<file path="config.mk">
export PLATFORM = sky130hd
export DESIGN_NAME = rb_ctrl
export DESIGN_NICKNAME = d
export VERILOG_FILES = /design/src/rtl/rb_pkg.sv /design/src/rtl/rb_ecc_enc.sv /design/src/rtl/rb_ecc_dec.sv /design/src/rtl/rb_hist_slot.sv /design/src/rtl/rb_seq.sv /design/src/rtl/rb_ctrl.sv
export SDC_FILE = /design/constraint.sdc
export NUM_CORES = 1
export LEC_CHECK = 0
export BUFFER_PORTS_ARGS = -buffer_cell sky130_fd_sc_hd__buf_2
export CAP_MARGIN = 25
export CORE_MARGIN = 4
export CORE_UTILIZATION = 39
export CTS_BUF_LIST = sky130_fd_sc_hd__clkbuf_4 sky130_fd_sc_hd__clkbuf_8
export CTS_CLUSTER_DIAMETER = 30
export DETAILED_ROUTE_END_ITERATION = 16
export GPL_TIMING_DRIVEN = 0
export PLACE_DENSITY_LB_ADDON = 0.15
export SLEW_MARGIN = 20
export SYNTH_ARGS = -nofsm -noshare
export SYNTH_HDL_FRONTEND = slang
export SYNTH_SLANG_ARGS = --single-unit
export TNS_END_PERCENT = 50
</file>
<file path="constraint.sdc">
create_clock -name clk -period 3.5 [get_ports clk]
set_input_delay 0.35 -clock clk [delete_from_list [all_inputs] [get_ports clk]]
set_output_delay 0.35 -clock clk [all_outputs]
set_load 0.05 [all_outputs]
</file>
<file path="src/rtl/rb_pkg.sv">
// Shared definitions for the micro-rollback controller.
// Assumes codeword widths of at most 64 bits.
package rb_pkg;

    // Control state passed from the sequencer to the datapath.
    typedef struct packed {
        logic freeze;   // detection cycle: hold every register
        logic replay;   // retry cycle: feed stages from history
    } rb_ctl_t;

    // Number of Hamming parity bits needed to cover w data bits.
    function automatic int ecc_par_bits(input int w);
        int p;
        p = 1;
        while ((1 << p) < (w + p + 1)) p = p + 1;
        return p;
    endfunction

    // Mask of 1-based codeword positions checked by parity bit p.
    function automatic logic [63:0] ecc_cover(input int p);
        logic [63:0] m;
        for (int i = 0; i < 64; i++) m[i] = (((i + 1) >> p) % 2) == 1;
        return m;
    endfunction

endpackage

</file>
<file path="src/rtl/rb_ecc_enc.sv">
// Hamming single-error-correcting encoder.
// Position k (1-based) of the codeword is bit k-1. Parity sits at the
// power-of-two positions and data fills the others in ascending order.
module rb_ecc_enc #(
    parameter  int W  = 8,
    localparam int P  = rb_pkg::ecc_par_bits(W),
    localparam int CW = W + P
) (
    input  logic [W-1:0]  data_i,
    output logic [CW-1:0] code_o
);

    logic [CW-1:0] raw;   // data placed, parity positions zero

    for (genvar pos = 1; pos <= CW; pos++) begin : g_place
        if ((pos & (pos - 1)) == 0) begin : g_par_slot
            assign raw[pos-1] = 1'b0;
        end else begin : g_dat_slot
            localparam int IDX = pos - $clog2(pos + 1) - 1;
            assign raw[pos-1] = data_i[IDX];
        end
    end

    for (genvar pos = 1; pos <= CW; pos++) begin : g_out
        if ((pos & (pos - 1)) == 0) begin : g_par
            localparam int PB = $clog2(pos);
            localparam logic [63:0] COVER = rb_pkg::ecc_cover(PB);
            assign code_o[pos-1] = ^(raw & COVER[CW-1:0]);
        end else begin : g_dat
            assign code_o[pos-1] = raw[pos-1];
        end
    end

endmodule

</file>
<file path="src/rtl/rb_ecc_dec.sv">
// Hamming single-error-correcting decoder matching rb_ecc_enc.
// Assumes at most one inverted bit; a non-zero syndrome names the 1-based
// position to flip back.
module rb_ecc_dec #(
    parameter  int W  = 8,
    localparam int P  = rb_pkg::ecc_par_bits(W),
    localparam int CW = W + P
) (
    input  logic [CW-1:0] code_i,
    output logic [W-1:0]  data_o
);

    logic [P-1:0]  syn;
    logic [CW-1:0] fix;

    for (genvar p = 0; p < P; p++) begin : g_syn
        localparam logic [63:0] COVER = rb_pkg::ecc_cover(p);
        assign syn[p] = ^(code_i & COVER[CW-1:0]);
    end

    for (genvar pos = 1; pos <= CW; pos++) begin : g_fix
        assign fix[pos-1] = code_i[pos-1] ^ (syn == P'(pos));
        if ((pos & (pos - 1)) != 0) begin : g_dat
            localparam int IDX = pos - $clog2(pos + 1) - 1;
            assign data_o[IDX] = fix[pos-1];
        end
    end

endmodule

</file>
<file path="src/rtl/rb_hist_slot.sv">
// One-deep history slot for a single stage: stores the encoded input value
// and returns it corrected. Reset leaves the code for data zero.
module rb_hist_slot #(
    parameter  int W  = 8,
    localparam int P  = rb_pkg::ecc_par_bits(W),
    localparam int CW = W + P
) (
    input  logic         clk,
    input  logic         rst_n,
    input  logic         wr_en,
    input  logic [W-1:0] wr_data,
    output logic [W-1:0] rd_data
);

    logic [CW-1:0] enc_code;
    logic [CW-1:0] code_q;

    rb_ecc_enc #(.W(W)) enc_i (.data_i(wr_data), .code_o(enc_code));

    // Capture the encoded input whenever the pipeline advances.
    always_ff @(posedge clk) begin
        if (!rst_n)     code_q <= '0;
        else if (wr_en) code_q <= enc_code;
    end

    rb_ecc_dec #(.W(W)) dec_i (.code_i(code_q), .data_o(rd_data));

endmodule

</file>
<file path="src/rtl/rb_seq.sv">
// Rollback sequencer: turns the aggregate error flag into freeze and
// replay controls and counts completed rollbacks.
// Assumes the error flag arrives exactly one cycle after the bad capture.
module rb_seq #(
    parameter int CNT_W = 8
) (
    input  logic             clk,
    input  logic             rst_n,
    input  logic             err_i,
    output rb_pkg::rb_ctl_t  ctl_o,
    output logic [CNT_W-1:0] cnt_o
);

    logic replay_q;

    // Any detection cycle is followed by a retry cycle.
    always_ff @(posedge clk) begin
        if (!rst_n) replay_q <= 1'b0;
        else        replay_q <= err_i;
    end

    // Count retry cycles that complete without a new error.
    always_ff @(posedge clk) begin
        if (!rst_n)                 cnt_o <= '0;
        else if (replay_q && !err_i) cnt_o <= cnt_o + 1'b1;
    end

    // Freeze is combinational on the flag; replay is the registered state.
    always_comb begin
        ctl_o.freeze = err_i;
        ctl_o.replay = replay_q;
    end

endmodule

</file>
<file path="src/rtl/rb_ctrl.sv">
// Micro-rollback pipeline controller (top).
// Freezes every stage in the cycle the aggregate error flag is high, then
// replays one cycle from ECC-protected per-stage history. Stage s uses
// bits [s*W +: W] of the stage buses.
module rb_ctrl #(
    parameter int NS    = 5,
    parameter int W     = 8,
    parameter int CNT_W = 8
) (
    input  logic              clk,
    input  logic              rst_n,
    input  logic              err_i,
    input  logic [NS*W-1:0]   stage_in_i,
    input  logic              mem_wr_req_i,
    output logic [NS*W-1:0]   stage_in_o,
    output logic [NS-1:0]     stage_en_o,
    output logic [NS-1:0]     sel_hist_o,
    output logic              mem_wr_en_o,
    output logic              freeze_o,
    output logic              retry_o,
    output logic [CNT_W-1:0]  retry_cnt_o
);

    rb_pkg::rb_ctl_t ctl;

    rb_seq #(.CNT_W(CNT_W)) seq_i (
        .clk   (clk),
        .rst_n (rst_n),
        .err_i (err_i),
        .ctl_o (ctl),
        .cnt_o (retry_cnt_o)
    );

    for (genvar s = 0; s < NS; s++) begin : g_stage
        logic [W-1:0] hist_val;

        rb_hist_slot #(.W(W)) slot_i (
            .clk     (clk),
            .rst_n   (rst_n),
            .wr_en   (!ctl.freeze),
            .wr_data (stage_in_o[s*W +: W]),
            .rd_data (hist_val)
        );

        // Select the stage input: corrected history on retry, else forward.
        always_comb begin
            stage_in_o[s*W +: W] = ctl.replay ? hist_val : stage_in_i[s*W +: W];
            stage_en_o[s]        = !ctl.freeze;
            sel_hist_o[s]        = ctl.replay;
        end
    end

    // Block the memory write for the whole detection cycle.
    always_comb begin
        mem_wr_en_o = mem_wr_req_i && !ctl.freeze;
        freeze_o    = ctl.freeze;
        retry_o     = ctl.replay;
    end

endmodule

</file>
==> flow_metrics.env, run 1 <==
export IMPL_die_h_um=136.8
export IMPL_start_kind="register"
export IMPL_antennaDiodeCount=0
export IMPL_required_ps=3150
export IMPL_cts_sinks=69
export IMPL_die_w_um=136.8
export IMPL_grt_usage_pct=19.44
export IMPL_max_clock_path_buffers=2
export IMPL_synthFlopType="dfxtp_1"
export IMPL_syn_area_um2=6471
export IMPL_cp_end_kind="primary output"
export IMPL_cts_tree="yes"
export IMPL_worst_slew_pin_slew_ps=937.4
export IMPL_antenna_found_initial=0
export IMPL_final_antenna_net_count=0
export IMPL_crit_family="XOR/XNOR gates"
export IMPL_drc=0
export IMPL_drv_cap=0
export IMPL_holdWs_ps=394.6
export IMPL_synth_edff_count=0
export IMPL_synthDistinctLibCells=60
export IMPL_routabilityCongestion=0.9075
export IMPL_syn_num_nets=726
export IMPL_hold_path_class="in2reg"
export IMPL_fmax_mhz=302.4
export IMPL_grt_pass1_vias=5223
export IMPL_ios=105
export IMPL_critPathKind="reg2out"
export IMPL_totalWireLength_mm=17.88
export IMPL_portBuffers=103
export IMPL_max_stage_delay_ps=520
export IMPL_cp_slowest_cell="xnor2_1"
export IMPL_final_period_utilization_pct=94.49
export IMPL_synth_area_per_cell_um2=9.503
export IMPL_postCtsResizedCells=5
export IMPL_cts_hold_buf=0
export IMPL_worst_path_buf_inv=2
export IMPL_drive_gt1_share_pct=28.16
export IMPL_cp_max_fo=6
export IMPL_gr_total_overflow=0
export IMPL_rows=46
export IMPL_cts_made_buffers=9
export IMPL_core_um2=16060
export IMPL_grt_max_degree=20
export IMPL_area_growth_pct=15.56
export IMPL_htreeDepth=3
export IMPL_worstSkewPairLatency_ps=370
export IMPL_post_dp_hpwl_mm=13.65
export IMPL_synth_top_cells_by_count="xnor2_1 (83), dfxtp_1 (69), buf_4 (51)"
export IMPL_vias=5224
export IMPL_arrival_ps=2960
export IMPL_final_setup_skew_ps=8.710
export IMPL_synth_async_reset_ratio_pct=0
export IMPL_vias_per_cell=5.147
export IMPL_stdcell_area_um2=7478
export IMPL_synth_area_leaders="dfxtp_1 (21%), xnor2_1 (11%), xnor3_1 (10%)"
export IMPL_dpl_cell_area_um2=7257
export IMPL_synth_seq_area_share_pct=21.35
export IMPL_postCtsSetupRepairBufs=0
export IMPL_drtIter0Drc=267
export IMPL_timing_final_crit_period_ps=3307
export IMPL_start_util_pct=40.30
export IMPL_root_buffer="clkbuf_8"
export IMPL_synth_seq_cells=69
export IMPL_finalMaxSlewViolations=0
export IMPL_yosysWarningCount=0
export IMPL_yosysTopAreaCellShare_pct=21.35
export IMPL_maxSlewHeadroom_pct=37.50
export IMPL_clkTransAtPathRegs_ps=80
export IMPL_die_area_um2=18720
export IMPL_nNetsFinal=839
export IMPL_finalSetupViolCount=0
export IMPL_grt_setup_unrepaired="false"
export IMPL_syn_inst=681
export IMPL_first_pass_iters=5
export IMPL_grt_pass1_wl_mm=27.96
export IMPL_status="finished clean"
export IMPL_powerDensity_nw_per_um2=531.5
export IMPL_wire_per_inst_um=17.62
export IMPL_yosys_area_top_type="dfxtp_1"
export IMPL_path_cells="xnor3_1, xnor2_1, a31oi_1, o31ai_2, buf_4, buf_2"
export IMPL_yosysMostFrequentCell="xnor2_1"
export IMPL_peakVddDrop_mv=0.2084
export IMPL_p_leak_nw=3.369
export IMPL_hold_viol=0
==> kinds of logic (layout without fill, tap and decap cells) <==
kind of cell / after synthesis / after routing / share of synthesized area, %
DFF: 69 / 69 / 21.35
buffers and inverters: 97 / 215 / 9.783
muxes: 34 / 34 / 5.278
adders and majority gates: 1 / 1 / 0.1933
AOI/OAI and AO/OA: 119 / 119 / 12.95
xor gates and xnor gates: 169 / 169 / 34.80
and+or+nand+nor: 192 / 192 / 15.64
==> metrics by stage <==
| stage | TNS, ps | cells | utilization, % | worst slack [ps] | power [mW] |
|---|---|---|---|---|---|
| 5_1_grt | 0 | 1015 | 46.57 | 1.239 | 4.214 |
| 3_5_place_dp | -5263 | 1000 | 45.19 | -483.2 | 3.276 |
| 4_1_cts | 0 | 1015 | 46.45 | 146.6 | 3.975 |
| 6_report | 0 | 1015 | 46.57 | 192.8 | 3.975 |
| 2_1_floorplan | 0 | 681 | - | 774.9 | 2.856 |
| 3_3_place_gp | -4979 | 1000 | 45.19 | -480.3 | 3.253 |
==> metal layers <==
metal / routed length (µm) / vias up / part of all wire, % / global-route usage [%]
met5: 0 / - / 0 / 0
met4: 332 / 0 / 1.9 / 7.151
met3: 980 / 28 / 5.5 / 2.978
met2: 8416 / 161 / 47 / 31.63
met1: 8153 / 2475 / 46 / 26.17
li1: - / 2560 / - / -
==> placed cells by master, fill, tap and decap left out, drive strengths merged, types with 3 or more instances in the layout <==
cell type / instances
nand4: 9
a41oi: 8
nor3: 8
o21ba: 3
xnor3: 33
xor2: 30
a221oi: 6
a31oi: 7
mux2i: 33
a21oi: 37
nand3: 4
nor4: 31
nand2b: 4
clkbuf: 33
nor2b: 28
xnor2: 91
xor3: 15
buf: 163
o31ai: 5
dfxtp: 69
a211oi: 3
and2: 16
clkinvlp: 3
inv: 13
a21boi: 4
nor2: 46
o21ai: 32
o211a: 4
nand2: 39
==> worst paths after layout <==
| kind | from | endpoint | slack (ps) | depth (start not counted) |
|---|---|---|---|---|
| max | g_stage[0].slot_i.code_q[2] | stage_in_o[7] | 190 | 6 |
| min | stage_in_i[23] | g_stage[2].slot_i.code_q[11] | 390 | 4 |
| max reg2reg | g_stage[1].slot_i.code_q[5] | g_stage[1].slot_i.code_q[0] | 600 | 7 |
| min reg2reg | g_stage[2].slot_i.code_q[0] | g_stage[2].slot_i.code_q[0] | 460 | 2 |
==> registers in the layout, indices dropped and copies added, names as in the netlist <==
register,cells
seq_i.cnt_o,8
seq_i.replay_q,1
g_stage.slot_i.code_q,60
==> report_power, final <==
group	total (mW)	switching (mW)	leakage (nW)	internal, mW
logic	2.33	1.31	2.71	1.02
clock network	0.686	0.341	0.0943	0.346
registers	0.955	0.0908	0.569	0.864
==> worst min-delay path, delay by kind of cell <==
family / cells / cell delay (ps)
compound gates: 2 / 260
buf+inv: 1 / 80
simple gates: 1 / 50
==> cell type report <==
class	instances	area [µm²]
inverter	13	48.80
buffer	83	586.8
sequential	69	1381
multi-input combinational	515	4476
timing repair buffer	103	515.5
clock buffer	10	137.6
clock inverter	6	62.56
tap	216	270.3
fill	1576	8579
Note: power is estimated with default switching activity, not from simulation.
==> inputs of run 2 (changes only) <==
--- a/config.mk
+++ b/config.mk
@@ -17,5 +17,6 @@
 export SLEW_MARGIN = 20
 export SYNTH_ARGS = -nofsm -noshare
 export SYNTH_HDL_FRONTEND = slang
+export SYNTH_HIERARCHICAL = 1
 export SYNTH_SLANG_ARGS = --single-unit
 export TNS_END_PERCENT = 50
==> run 2 against run 1 <==
Against the previous run:
- clock skew hardly changed
- clock-buffer cell count is 1 lower
- maximum frequency increased by 2.1%
- utilization up 0.31 points
- sequential power up 7%
- sequential cell count stayed put
- first-iteration DRC count fell by 50%
- global-route usage fell by 4.6 points
- die area is 8.2% lower
- total power rose by 11%
==> flow_metrics.env, run 2 <==
export IMPL_crit_end="stage_in_o[8]"
export IMPL_maxSlewHeadroom_pct=55.24
export IMPL_finalSetupViolCount=0
export IMPL_grt_pass1_vias=4184
export IMPL_grt_usage_pct=14.88
export IMPL_core_um2=14700
export IMPL_drc=0
export IMPL_worst_path_buf_inv=1
export IMPL_drv_cap=0
export IMPL_vias=4003
export IMPL_clkTransAtPathRegs_ps=80
export IMPL_nNetsFinal=694
export IMPL_largest_register_ffs=60
export IMPL_worst_slew_pin_slew_ps=666.5
export IMPL_synthFlopType="dfxtp_1"
export IMPL_drtIter0Drc=133
export IMPL_start_util_pct=40.22
export IMPL_reg2reg_depth=9
export IMPL_rows=44
export IMPL_stdcell_area_um2=6892
export IMPL_antennaDiodeCount=0
export IMPL_largest_register="g_stage.slot_i/code_q"
export IMPL_antenna_found_initial=0
export IMPL_vias_per_cell=4.777
export IMPL_wire_per_inst_um=14.89
export IMPL_syn_inst=533
export IMPL_final_period_utilization_pct=92.54
export IMPL_drive_gt1_share_pct=37.92
export IMPL_grt_setup_unrepaired="false"
export IMPL_fmax_mhz=308.8
export IMPL_area_growth_pct=16.57
export IMPL_first_pass_iters=4
export IMPL_start_kind="register"
export IMPL_cp_startpoint="g_stage[1].slot_i/code_q[10]"
export IMPL_routabilityCongestion=0.8058
export IMPL_cp_end_kind="primary output"
export IMPL_critPathKind="reg2out"
export IMPL_max_clock_path_buffers=2
export IMPL_finalMaxSlewViolations=0
export IMPL_r2r_slack_ps=360
export IMPL_synth_edff_count=0
export IMPL_cts_made_buffers=9
export IMPL_critical_path_cell_count=6
export IMPL_final_common_cell="buf_2"
export IMPL_cp_slowest_cell="or4b_1"
export IMPL_worstSkewPairLatency_ps=360
export IMPL_portBuffers=104
export IMPL_cts_sinks=69
export IMPL_totalWireLength_mm=12.48
export IMPL_fin_cells=838
export IMPL_syn_num_nets=578
export IMPL_synth_area_per_cell_um2=11.09
export IMPL_powerDensity_nw_per_um2=642.5
export IMPL_timing_final_crit_period_ps=3239
export IMPL_arrival_ps=2890
export IMPL_cts_tree="yes"
export IMPL_synth_async_reset_ratio_pct=0
export IMPL_max_stage_delay_ps=580
export IMPL_hold_viol=0
export IMPL_synthDistinctLibCells=34
export IMPL_yosysWarningCount=6
export IMPL_synth_seq_area_share_pct=23.37
export IMPL_place_inst=821
export IMPL_yosysTopAreaCellShare_pct=23.37
export IMPL_die_h_um=131.1
export IMPL_root_buffer="clkbuf_8"
export IMPL_dpl_cell_area_um2=6663
export IMPL_final_cell_mix="buf_2 (104), xnor2_1 (77), dfxtp_1 (69)"
export IMPL_final_antenna_net_count=0
export IMPL_largestRegisters="g_stage.slot_i/code_q x60, seq_i/cnt_o x8, seq_i/replay_q x1"
export IMPL_gr_total_overflow=0
export IMPL_finalPower_mw=4.428
export IMPL_final_setup_skew_ps=8.673
export IMPL_status="finished clean"
export IMPL_syn_area_um2=5912
export IMPL_peakVddDrop_mv=0.3126
export IMPL_post_dp_hpwl_mm=9.547
export IMPL_setup_tns_ps=0
export IMPL_p_leak_nw=3.277
export IMPL_yosys_area_top_type="dfxtp_1"
export IMPL_cts_hold_buf=0
export IMPL_min_delay_path_depth=2
export IMPL_path_cells="xor2_1, xnor3_1, or4b_1, xnor2_1, mux2_2, buf_2"
export IMPL_holdWs_ps=281.6
export IMPL_die_w_um=131.1
export IMPL_cp_max_fo=6
export IMPL_num_fill_cells=1410
export IMPL_worstReg2RegStart="g_stage[1].slot_i/code_q[10]"
export IMPL_timing_rr_end="g_stage[1].slot_i/code_q[1]"
export IMPL_required_ps=3150
export IMPL_hold_path_class="in2reg"
export IMPL_synth_top_cells_by_count="xnor2_1 (77), dfxtp_1 (69), nor2b_1 (62)"
export IMPL_postCtsSetupRepairBufs=0
export IMPL_synth_area_leaders="dfxtp_1 (23%), xnor2_1 (11%), mux2i_1 (10%)"
export IMPL_die_area_um2=17190
export IMPL_synth_seq_cells=69
export IMPL_htreeDepth=3
export IMPL_postCtsResizedCells=0
export IMPL_yosysMostFrequentCell="xnor2_1"
export IMPL_crit_family="XOR/XNOR gates"
export IMPL_grt_pass1_wl_mm=21.20
export IMPL_grt_max_degree=21
export IMPL_ios=105
## run 2: changes by cell type after synthesis, sizes merged, moves of 10 or more
cell / before / now
and2: 16 / 1
o21ai: 32 / 4
nor2: 46 / 3
nand2: 39 / 1
xor2: 30 / 40
nor4: 31 / 15
mux2i: 33 / 61
nor2b: 28 / 62
clkbuf: 25 / 5
a21oi: 37 / 5
mux2: 1 / 40
## run 2: how the worst min path moves through the flow
| stage | startpoint | end | slack [ps] |
|---|---|---|---|
| 2_1_floorplan | err_i | seq_i/replay_q | 470 |
| 3_3_place_gp | seq_i/cnt_o[7] | seq_i/cnt_o[7] | 460 |
| 3_5_place_dp | seq_i/cnt_o[7] | seq_i/cnt_o[7] | 490 |
| 4_1_cts | err_i | seq_i/replay_q | 260 |
| 5_1_grt | err_i | seq_i/replay_q | 270 |
| 6_report | err_i | seq_i/replay_q | 280 |
## run 2: metrics by stage
step / setup WS, ps / utilization [%]
after global routing: 123.3 / 46.88
after CTS: 228.7 / 46.78
final: 261.1 / 46.88
after detailed placement: 361.5 / 45.33
after floorplan: 514.3 / -
after global placement: 412.1 / 45.33
## run 2: cell families (layout without fill, tap and decap cells)
group | count (synthesis) | after routing | share of synthesized area [%]
compound gates | 20 | 20 | 2.159
xor+xnor | 162 | 162 | 35.32
fa+ha+maj | 1 | 1 | 0.2116
buf+inv | 69 | 190 | 8.762
flops | 69 | 69 | 23.36
mux | 101 | 101 | 17.95
simple gates | 111 | 111 | 12.23
## run 2: layer usage
| layer | part of all wire, % | vias to the layer above | global-route usage (%) |
|---|---|---|---|
| met5 | 0 | - | 0 |
| met4 | 1.4 | 0 | 4.726 |
| met3 | 3.5 | 14 | 2.943 |
| met2 | 48 | 65 | 24.91 |
| met1 | 47 | 1886 | 19.48 |
| li1 | - | 2038 | - |
## run 2: report_power, final
| part | internal (mW) | switching [mW] | leakage [nW] | total (mW) |
|---|---|---|---|---|
| combinational | 1.30 | 1.38 | 2.61 | 2.68 |
| sequential | 0.905 | 0.120 | 0.567 | 1.02 |
| clock | 0.397 | 0.329 | 0.105 | 0.726 |
## run 2: layout make-up
type	count	area, µm²	area share [%]
flip-flops and latches	69	1381	20.04
well taps	184	230.2	3.341
clock inverters	7	90.09	1.307
repair buffers	105	535.5	7.771
clock buffers	9	123.9	1.797
inverters	4	15.01	0.2179
plain buffers	65	503.0	7.298
multi-input cells	395	4013	58.22
